===== src/rtl/hg_pkg.sv =====
package hg_pkg;
    localparam int BYTE_W    = 8;
    localparam int WIN_W     = 3;
    localparam int WIN_SLOTS = 1 << WIN_W;

    // register 0 bit positions
    localparam int C0_STAT = 0;
    localparam int C0_MAP  = 2;
    localparam int C0_PAGE = 3;

    // register 1 bit positions
    localparam int C1_NRST  = 0;
    localparam int C1_IEN   = 1;
    localparam int C1_BANK  = 2;
    localparam int C1_SPEED = 3;

    typedef enum logic [1:0] {
        LAT_CLEAR    = 2'd0,
        LAT_SET      = 2'd1,
        LAT_DISARMED = 2'd2
    } lat_state_e;
endpackage


===== src/rtl/hg_ctrl_regs.sv =====
module hg_ctrl_regs
    import hg_pkg::*;
(
    input  logic       clk,
    input  logic       rst_n,
    input  logic       wr_c0,
    input  logic       wr_c1,
    input  logic       wr_cab,
    input  logic [3:0] wdata,
    output logic       map_ctl,
    output logic       rom_page,
    output logic       nrst,
    output logic       ien,
    output logic       bank,
    output logic       speed,
    output logic       cable,
    output logic       ien_fall,
    output logic       ien_rise
);
    always_ff @(posedge clk) begin
        if (!rst_n) begin
            map_ctl  <= 1'b0;
            rom_page <= 1'b0;
            nrst     <= 1'b0;
            ien      <= 1'b0;
            bank     <= 1'b0;
            speed    <= 1'b0;
            cable    <= 1'b0;
        end else begin
            if (wr_c0) begin
                map_ctl  <= wdata[C0_MAP];
                rom_page <= wdata[C0_PAGE];
            end
            if (wr_c1) begin
                nrst  <= wdata[C1_NRST];
                ien   <= wdata[C1_IEN];
                bank  <= wdata[C1_BANK];
                speed <= wdata[C1_SPEED];
            end
            if (wr_cab) begin
                cable <= wdata[0];
            end
        end
    end

    // enable-bit transitions seen by the interrupt latch
    always_comb begin
        ien_fall = wr_c1 &&  ien && !wdata[C1_IEN];
        ien_rise = wr_c1 && !ien &&  wdata[C1_IEN];
    end

    AST_RESET_HOLD: assert property (@(posedge clk) disable iff (!rst_n) (wr_c1 && !wdata[C1_NRST]) |=> !nrst);
    AST_SPEED_FOLLOWS: assert property (@(posedge clk) disable iff (!rst_n) wr_c1 |=> (speed == $past(wdata[C1_SPEED])));
endmodule


===== src/rtl/hg_irq_latch.sv =====
module hg_irq_latch
    import hg_pkg::*;
(
    input  logic clk,
    input  logic rst_n,
    input  logic irq_in,
    input  logic ien,
    input  logic ien_fall,
    input  logic ien_rise,
    output logic latched,
    output logic host_irq
);
    logic       irq_q;
    logic       rise;
    lat_state_e st;
    lat_state_e st_nx;

    always_ff @(posedge clk) begin
        if (!rst_n) irq_q <= 1'b0;
        else        irq_q <= irq_in;
    end

    assign rise = irq_in && !irq_q;

    // state register
    always_ff @(posedge clk) begin
        if (!rst_n) st <= LAT_CLEAR;
        else        st <= st_nx;
    end

    // transitions: arm, disarm, re-hit, rearm
    always_comb begin
        st_nx = st;
        unique case (st)
            LAT_CLEAR: begin
                if (rise) st_nx = LAT_SET;
            end
            LAT_SET: begin
                if (ien_fall && !rise) st_nx = LAT_DISARMED;
            end
            LAT_DISARMED: begin
                if (rise)          st_nx = LAT_SET;
                else if (ien_rise) st_nx = LAT_CLEAR;
            end
            default: st_nx = LAT_CLEAR;
        endcase
    end

    // outputs
    always_comb begin
        latched  = (st != LAT_CLEAR);
        host_irq = latched && ien;
    end

    AST_EDGE_SETS: assert property (@(posedge clk) disable iff (!rst_n) $rose(irq_in) |=> latched);
    AST_LATCH_HOLDS: assert property (@(posedge clk) disable iff (!rst_n) (latched && !ien_rise) |=> latched);
    AST_REARM_CLEARS: assert property (@(posedge clk) disable iff (!rst_n) (st == LAT_DISARMED && ien_rise && !rise) |=> !latched);
endmodule


===== src/rtl/hg_id_rom.sv =====
module hg_id_rom
    import hg_pkg::*;
#(
    parameter logic [7:0] MANUF_ID  = 8'h4D,
    parameter logic [7:0] CARD_TYPE = 8'h08,
    parameter int         CFG_N     = 3,
    parameter int         STN_N     = 6
) (
    input  logic                      page,
    input  logic [WIN_W-1:0]          ofs,
    input  logic [BYTE_W-1:0]         rev,
    input  logic [CFG_N*BYTE_W-1:0]   cfg,
    input  logic [STN_N*BYTE_W-1:0]   stn,
    output logic [BYTE_W-1:0]         byte_o
);
    logic [BYTE_W-1:0] pg0 [WIN_SLOTS];
    logic [BYTE_W-1:0] pg1 [WIN_SLOTS];

    for (genvar i = 0; i < WIN_SLOTS; i++) begin : g_slot
        if (i == 0) begin : g_man
            assign pg0[i] = MANUF_ID;
        end else if (i == 1) begin : g_type
            assign pg0[i] = CARD_TYPE;
        end else if (i == 2) begin : g_rev
            assign pg0[i] = rev;
        end else if (i < 3 + CFG_N) begin : g_cfg
            assign pg0[i] = cfg[(CFG_N - 1 - (i - 3)) * BYTE_W +: BYTE_W];
        end else begin : g_pad0
            assign pg0[i] = '0;
        end

        if (i >= 1 && i <= STN_N) begin : g_stn
            assign pg1[i] = stn[(STN_N - i) * BYTE_W +: BYTE_W];
        end else begin : g_pad1
            assign pg1[i] = '0;
        end
    end

    assign byte_o = page ? pg1[ofs] : pg0[ofs];
endmodule


===== src/rtl/adapter_host_glue.sv =====
module adapter_host_glue
    import hg_pkg::*;
#(
    parameter int                ADDR_W    = 4,
    parameter logic [7:0]        MANUF_ID  = 8'h4D,
    parameter logic [7:0]        CARD_TYPE = 8'h08,
    parameter int                CFG_N     = 3,
    parameter int                STN_N     = 6,
    parameter logic [ADDR_W-1:0] CTL0_OFS  = ADDR_W'(8),
    parameter logic [ADDR_W-1:0] CTL1_OFS  = ADDR_W'(9),
    parameter logic [ADDR_W-1:0] CAB_OFS   = ADDR_W'(15)
) (
    input  logic                    clk,
    input  logic                    rst_n,
    input  logic [ADDR_W-1:0]       hst_addr,
    input  logic                    hst_rd,
    input  logic                    hst_wr,
    input  logic [7:0]              hst_wdata,
    output logic [7:0]              hst_rdata,
    output logic                    host_irq,
    output logic                    ctl_rd,
    output logic                    ctl_wr,
    output logic [2:0]              ctl_rs,
    output logic                    ctl_lane,
    output logic [7:0]              ctl_wdata,
    input  logic [7:0]              ctl_rdata,
    input  logic                    ctl_irq,
    output logic                    ctl_rst_n,
    output logic                    speed_hi,
    output logic                    cable_utp,
    input  logic [7:0]              id_rev,
    input  logic [CFG_N*8-1:0]      id_cfg,
    input  logic [STN_N*8-1:0]      id_stn
);
    logic in_win;
    logic map_ctl, rom_page, ien, bank;
    logic ien_fall, ien_rise, latched;
    logic wr_c0, wr_c1, wr_cab;
    logic [BYTE_W-1:0] rom_byte;

    assign in_win = (hst_addr[ADDR_W-1:WIN_W] == '0);
    assign wr_c0  = hst_wr && (hst_addr == CTL0_OFS);
    assign wr_c1  = hst_wr && (hst_addr == CTL1_OFS);
    assign wr_cab = hst_wr && (hst_addr == CAB_OFS);

    hg_ctrl_regs u_regs (
        .clk      (clk),
        .rst_n    (rst_n),
        .wr_c0    (wr_c0),
        .wr_c1    (wr_c1),
        .wr_cab   (wr_cab),
        .wdata    (hst_wdata[3:0]),
        .map_ctl  (map_ctl),
        .rom_page (rom_page),
        .nrst     (ctl_rst_n),
        .ien      (ien),
        .bank     (bank),
        .speed    (speed_hi),
        .cable    (cable_utp),
        .ien_fall (ien_fall),
        .ien_rise (ien_rise)
    );

    hg_irq_latch u_irq (
        .clk      (clk),
        .rst_n    (rst_n),
        .irq_in   (ctl_irq),
        .ien      (ien),
        .ien_fall (ien_fall),
        .ien_rise (ien_rise),
        .latched  (latched),
        .host_irq (host_irq)
    );

    hg_id_rom #(
        .MANUF_ID  (MANUF_ID),
        .CARD_TYPE (CARD_TYPE),
        .CFG_N     (CFG_N),
        .STN_N     (STN_N)
    ) u_rom (
        .page   (rom_page),
        .ofs    (hst_addr[WIN_W-1:0]),
        .rev    (id_rev),
        .cfg    (id_cfg),
        .stn    (id_stn),
        .byte_o (rom_byte)
    );

    // controller side: bank bit extends the two-bit select
    assign ctl_rd    = hst_rd && in_win && map_ctl;
    assign ctl_wr    = hst_wr && in_win && map_ctl;
    assign ctl_rs    = {bank, hst_addr[WIN_W-1:1]};
    assign ctl_lane  = hst_addr[0];
    assign ctl_wdata = hst_wdata;

    // host read mux
    always_comb begin
        hst_rdata = '0;
        if (in_win) begin
            hst_rdata = map_ctl ? ctl_rdata : rom_byte;
        end else if (hst_addr == CTL0_OFS) begin
            hst_rdata[C0_STAT] = latched;
            hst_rdata[C0_MAP]  = map_ctl;
            hst_rdata[C0_PAGE] = rom_page;
        end else if (hst_addr == CTL1_OFS) begin
            hst_rdata[C1_NRST]  = ctl_rst_n;
            hst_rdata[C1_IEN]   = ien;
            hst_rdata[C1_BANK]  = bank;
            hst_rdata[C1_SPEED] = speed_hi;
        end
    end

    AST_IRQ_GATED: assert property (@(posedge clk) disable iff (!rst_n) host_irq |-> (ien && latched));
    AST_ROM_NO_CTL: assert property (@(posedge clk) disable iff (!rst_n) (in_win && !map_ctl) |-> (!ctl_wr && !ctl_rd));
endmodule


===== config.mk =====
export PLATFORM = sky130hd
export DESIGN_NAME = adapter_host_glue
export DESIGN_NICKNAME = d
export VERILOG_FILES = /design/src/rtl/hg_pkg.sv /design/src/rtl/hg_ctrl_regs.sv /design/src/rtl/hg_irq_latch.sv /design/src/rtl/hg_id_rom.sv /design/src/rtl/adapter_host_glue.sv
export SDC_FILE = /design/constraint.sdc
export NUM_CORES = 1
export LEC_CHECK = 0
export BUFFER_PORTS_ARGS = -buffer_cell sky130_fd_sc_hd__buf_2
export CORE_ASPECT_RATIO = 1.25
export CORE_MARGIN = 2
export CORE_UTILIZATION = 40
export CTS_CLUSTER_SIZE = 10
export DETAILED_ROUTE_END_ITERATION = 8
export PLACE_DENSITY = 0.87
export RECOVER_POWER = 25
export SLEW_MARGIN = 20
export SYNTH_ARGS = -nofsm -noshare
export SYNTH_HDL_FRONTEND = slang
export SYNTH_SLANG_ARGS = --single-unit

===== constraint.sdc =====
create_clock -name clk -period 1.4 [get_ports clk]
set_input_delay 0 -clock clk [delete_from_list [all_inputs] [get_ports clk]]
set_output_delay 0 -clock clk [all_outputs]
set_load 0.005 [all_outputs]

# == Word-level counts from Yosys, hierarchy flattened ==
# Index checks and enable logic that the tools add are counted.
# totals
regBits,10
word_cells,60
# op_classes
n_lt_le_gt_ge,1
n_eq_ne,8
n_mux,19
n_bitwise,2
reduce_logical,21
# ops
operator,n
8-bit binary-select mux with 3-bit select,2
8-bit two-way mux,6
1-bit logical AND,14
"4-bit equality test, second input constant",3
4-bit two-way mux,3
2-bit two-way mux,5
2-bit one-hot mux with 3 select lines,1
"4-bit >= comparator, second input constant",1
1-bit zero test,4
"2-bit by 1-bit inequality test with 1-bit output, second input constant",2
3-bit NOT with 4-bit output,1
"3-bit by 2-bit inequality test with 1-bit output, second input constant",1
3-bit AND reduction,1
"2-bit by 1-bit equality test with 1-bit output, second input constant",1
"2-bit equality test, second input constant",1
2-bit zero test,1
1-bit two-way mux,2
2-bit nonzero test,1
1-bit NOT,1

# == Logic depth before layout (Yosys ltp) ==
# depth
ltp_word,7
ltp_mapped,7

# == Modules after synthesis ==
# Synthesis repeated with hierarchy kept, for this count alone.
# hier_totals
cells_unflattened,182
area_unflattened_um2,1545.2
# modules_own_cells
mod,instances,cells_per_inst,area_per_inst_um2
hg_id_rom,1,100,815.8
adapter_host_glue,1,44,316.6
hg_ctrl_regs,1,25,282.8
hg_irq_latch,1,13,130.1

# == Worst setup path before layout ==
# No wires, ideal clock.
# synth_timing
kind,register to output
start,reg u_regs.map_ctl
end,out hst_rdata[4]
arrival_time_ns,1.204
required_time_ns,1.400
setup_slack_ns,0.196
path_stages_with_launch,5
path_cell_list,dfxtp_1 > clkbuf_1 > clkbuf_1 > a21oi_1 > a221oi_1
# synth_between
elab_chain_len,2
# synth_lines
item,line_no,text
start: declaration,hg_ctrl_regs.sv:10,"output logic map_ctl,"
start signal: assignment,hg_ctrl_regs.sv:31,map_ctl <= wdata[C0_MAP];
8-bit two-way mux,adapter_host_glue.sv:100,hst_rdata = map_ctl ? ctl_rdata : rom_byte;
4-bit two-way mux,adapter_host_glue.sv:99,if (in_win) begin
end: declaration,adapter_host_glue.sv:19,"output logic [7:0] hst_rdata,"
# No other way between the ends.

# == Worst setup path in the final report ==
# layout_timing
start,reg u_regs.map_ctl
end,out hst_rdata[0]
# The elaborated chain is that of the path after synthesis.

==> results.ini <==
[run_status]
status = completed

[synthesis]
syn_area_sq_mm = 0.00159
synth_top_family_by_area = compound AO/OA/AOI/OAI gates
syn_inst = 194
ys_ff_latch = 10
asyncSetResetFlopFracSynth = 0
muxShareOfSynthArea = 0.239
syn_nets = 299
synth_compound_area_frac = 0.278
ys_warn_count = 0
synth_ff_type = dfxtp_1
avgSynthCellArea_sq_um = 8.19
yosysUniqueCellTypes = 44
synth_edf_count = 0
synthAdderAreaFrac = 0
seq_area_frac_synth = 0.126
synth_xor_area_frac = 0
synth-simple-area-share = 0.208

[sta]
grt_setup_unrepaired = true
skew_ps = 0.0424
worst_pin_slew_ps = 402
max_freq_mhz = 720
finalMaxSlewViolations = 0
min_period_ps = 1390
final_hold_viol_count = 0
finalSetupViolations = 0
min_period_over_period = 0.992
setup-tns-final_ps = 0
slew_headroom = 0.728
whs_ps = 0.00191

[place]
hpwl_mm = 4.27
place.gp.congestion = 0.857
io_buffers = 122
placed_area_sq_mm = 0.00220
post-place-cells = 353

[floorplan]
dieArea_sq_mm = 0.00450
chipHeight_microns = 74.5
die_w_microns = 60.4
start_util = 0.420
row_count = 25
core_sq_mm = 0.00378
top_level_ports = 131

[finish]
antenna_cells = 0
utilization = 0.618
layout.nets = 412
area_delta_synth_final_pct = 47.2
fill_cells = 341
drive_gt1_frac = 0.539
fin_cells = 360
design_area_sq_mm = 0.00234

[power]
ir_drop_uv = 532
powerDensity_mw_per_mm2 = 504
p_leak_nw = 1.18

[global_routing]
grt_max_degree = 43
grt_pass1_wl_mm = 8.22
antenna_found_initial = 0
overflow = 0
grt.total_usage = 0.237
grt_pass1_vias = 1904

[clock_network]
cts_setup_buffers = 0
clock_latency_ps = 230
htreeDepth = 1
cts_tree = yes
clockBufferDepth = 2
cts_made_buffers = 3
cts.sinks = 10
clock_tree.root_cell = clkbuf_8
clkTransAtPathRegs_ps = 50

[worst_setup_path]
slowest_stage = o41ai_2
cp_cell_sequence = buf_8 -> nor2b_1 -> o41ai_2 -> buf_2
timing.setup.critical_path_class = register to output port
end_kind = output port
r2r-end = u_irq.st[0]
cp-start-kind = register
path_max_fanout = 18
r2r_start = u_irq.st[1]
rrSetupSlack_ps = 330
reg2regPathDepth = 3
max_stage_delay_ps = 350
cp.arrival_ps = 1390
crit_required_ps = 1400

[detailed_routing]
drc = 0
route.antenna.remaining_nets = 0
drtPass1Iterations = 4
drt-wirelength-per-cell_microns = 15.3
via_count = 1936
routed_wl_mm = 5.52
drtIter0Drc = 52
avgViaCountPerCell = 5.38

[run]
maxCapViolations = 0

[hold_path]
holdPathEnd = ctl_wdata[6]
hold_path_depth = 0
hold_start = hst_wdata[6]
worstHoldPathType = input port to output port

==> power by group <==
| group | switching (mW) | total (mW) | leakage, nW | internal [mW] |
|---|---|---|---|---|
| Clock | 0.110 | 0.356 | 0.0288 | 0.247 |
| Combinational | 0.232 | 0.519 | 1.07 | 0.287 |
| Sequential | 0.00930 | 0.302 | 0.0826 | 0.293 |
==> worst max-delay path: cells and delay by family, from the launching register on <==
kind / cells / cell delay [ps]
compound gates: 1 / 350
buf+inv: 2 / 330
flops: 1 / 340
simple gates: 1 / 140
==> metal layers <==
| metal | track usage | vias up | share of wire |
|---|---|---|---|
| met2 | 0.465 | 82 | 0.56 |
| met1 | 0.260 | 904 | 0.37 |
| li1 | - | 940 | - |
| met4 | 0.0889 | 0 | 0.018 |
| met5 | 0 | - | 0 |
| met3 | 0.0104 | 10 | 0.053 |
==> cell families (layout without fill, tap and decap cells) <==
logic type,Yosys count,count (layout)
simple gates,55,55
compound gates,53,53
buf+inv,40,152
mux,36,36
flops,10,10
==> area by class of cell <==
class | instances | area [sq um] | share of cell area
Sequential cell | 10 | 205 | 0.0877
Clock buffer | 4 | 55.1 | 0.0235
Tap cell | 54 | 67.6 | 0.0289
Timing Repair Buffer | 138 | 801 | 0.342
Multi-Input combinational cell | 144 | 1170 | 0.501
Inverter | 10 | 37.5 | 0.0161
==> worst max path at each step <==
stage / start / endpoint / slack, ps
global route: u_regs.map_ctl / hst_rdata[0] / -30
global placement: hst_addr[1] / hst_rdata[2] / 60
finish: u_regs.map_ctl / hst_rdata[0] / 10
detailed placement: hst_addr[1] / hst_rdata[2] / 30
CTS: u_regs.map_ctl / hst_rdata[0] / 0.6
floorplan: u_regs.map_ctl / hst_rdata[4] / 200
==> flip-flops by register name (all words and copies together), names as in the netlist <==
| signal | cells |
|---|---|
| u_irq.irq_q | 1 |
| u_irq.st | 2 |
| u_regs.bank | 1 |
| u_regs.cable | 1 |
| u_regs.ien | 1 |
| u_regs.map_ctl | 1 |
| u_regs.nrst | 1 |
| u_regs.rom_page | 1 |
| u_regs.speed | 1 |
==> cells in the mapped netlist, types with 2 or more instances <==
library cell / count / area share
buf_4: 13 / 0.061
nand2b_1: 7 / 0.028
o311ai_0: 2 / 0.011
nand3b_1: 9 / 0.043
nor3_1: 2 / 0.0063
a221o_1: 7 / 0.044
a21oi_1: 8 / 0.025
o21ai_1: 2 / 0.0063
o21a_1: 2 / 0.0094
nand3_1: 4 / 0.013
nand3_2: 2 / 0.013
mux2_2: 7 / 0.050
inv_1: 10 / 0.024
buf_2: 7 / 0.022
a211oi_1: 2 / 0.0094
o41ai_2: 2 / 0.020
nor2_1: 13 / 0.031
clkbuf_1: 6 / 0.014
o21ai_0: 3 / 0.0094
o211ai_1: 7 / 0.033
dfxtp_1: 10 / 0.13
and3b_1: 3 / 0.017
buf_8: 2 / 0.019
mux2_4: 2 / 0.019
mux2i_1: 27 / 0.17
o22ai_1: 4 / 0.016
nor2b_1: 6 / 0.024
a221oi_1: 4 / 0.022
nand2_1: 6 / 0.014
==> through the flow <==
stage / setup WS, ps / power [mW]
after global placement: 58.9 / 0.794
final: 11.0 / 1.18
after CTS: 0.582 / 1.17
after detailed placement: 34.3 / 0.802
after global routing: -27.4 / 1.24
after floorplan: 196 / 0.599
==> cells in the final DEF (no fill, tap or decap), drive strengths merged, types with 3 or more instances in the layout <==
cell / instances
o211ai: 8
nand2: 6
a211oi: 3
a21oi: 8
nor2b: 6
inv: 10
and3b: 3
o21ai: 5
nand2b: 7
dfxtp: 10
clkbuf: 9
o22ai: 4
mux2: 9
nand3: 6
nor2: 13
mux2i: 27
a221o: 7
buf: 131
nand3b: 9
a221oi: 5
==> timing repair <==
| item | 4_1_cts | 5_1_grt |
|---|---|---|
| gates resized for setup | 3 | 11 |
| hold buffers | 2 | 0 |
| cloned | 0 | 1 |
| endpoints found under the hold margin | 2 | 0 |
| setup endpoints to repair | 3 | 6 |
| pin swaps | 0 | 3 |
(Power assumes the default switching activity.)
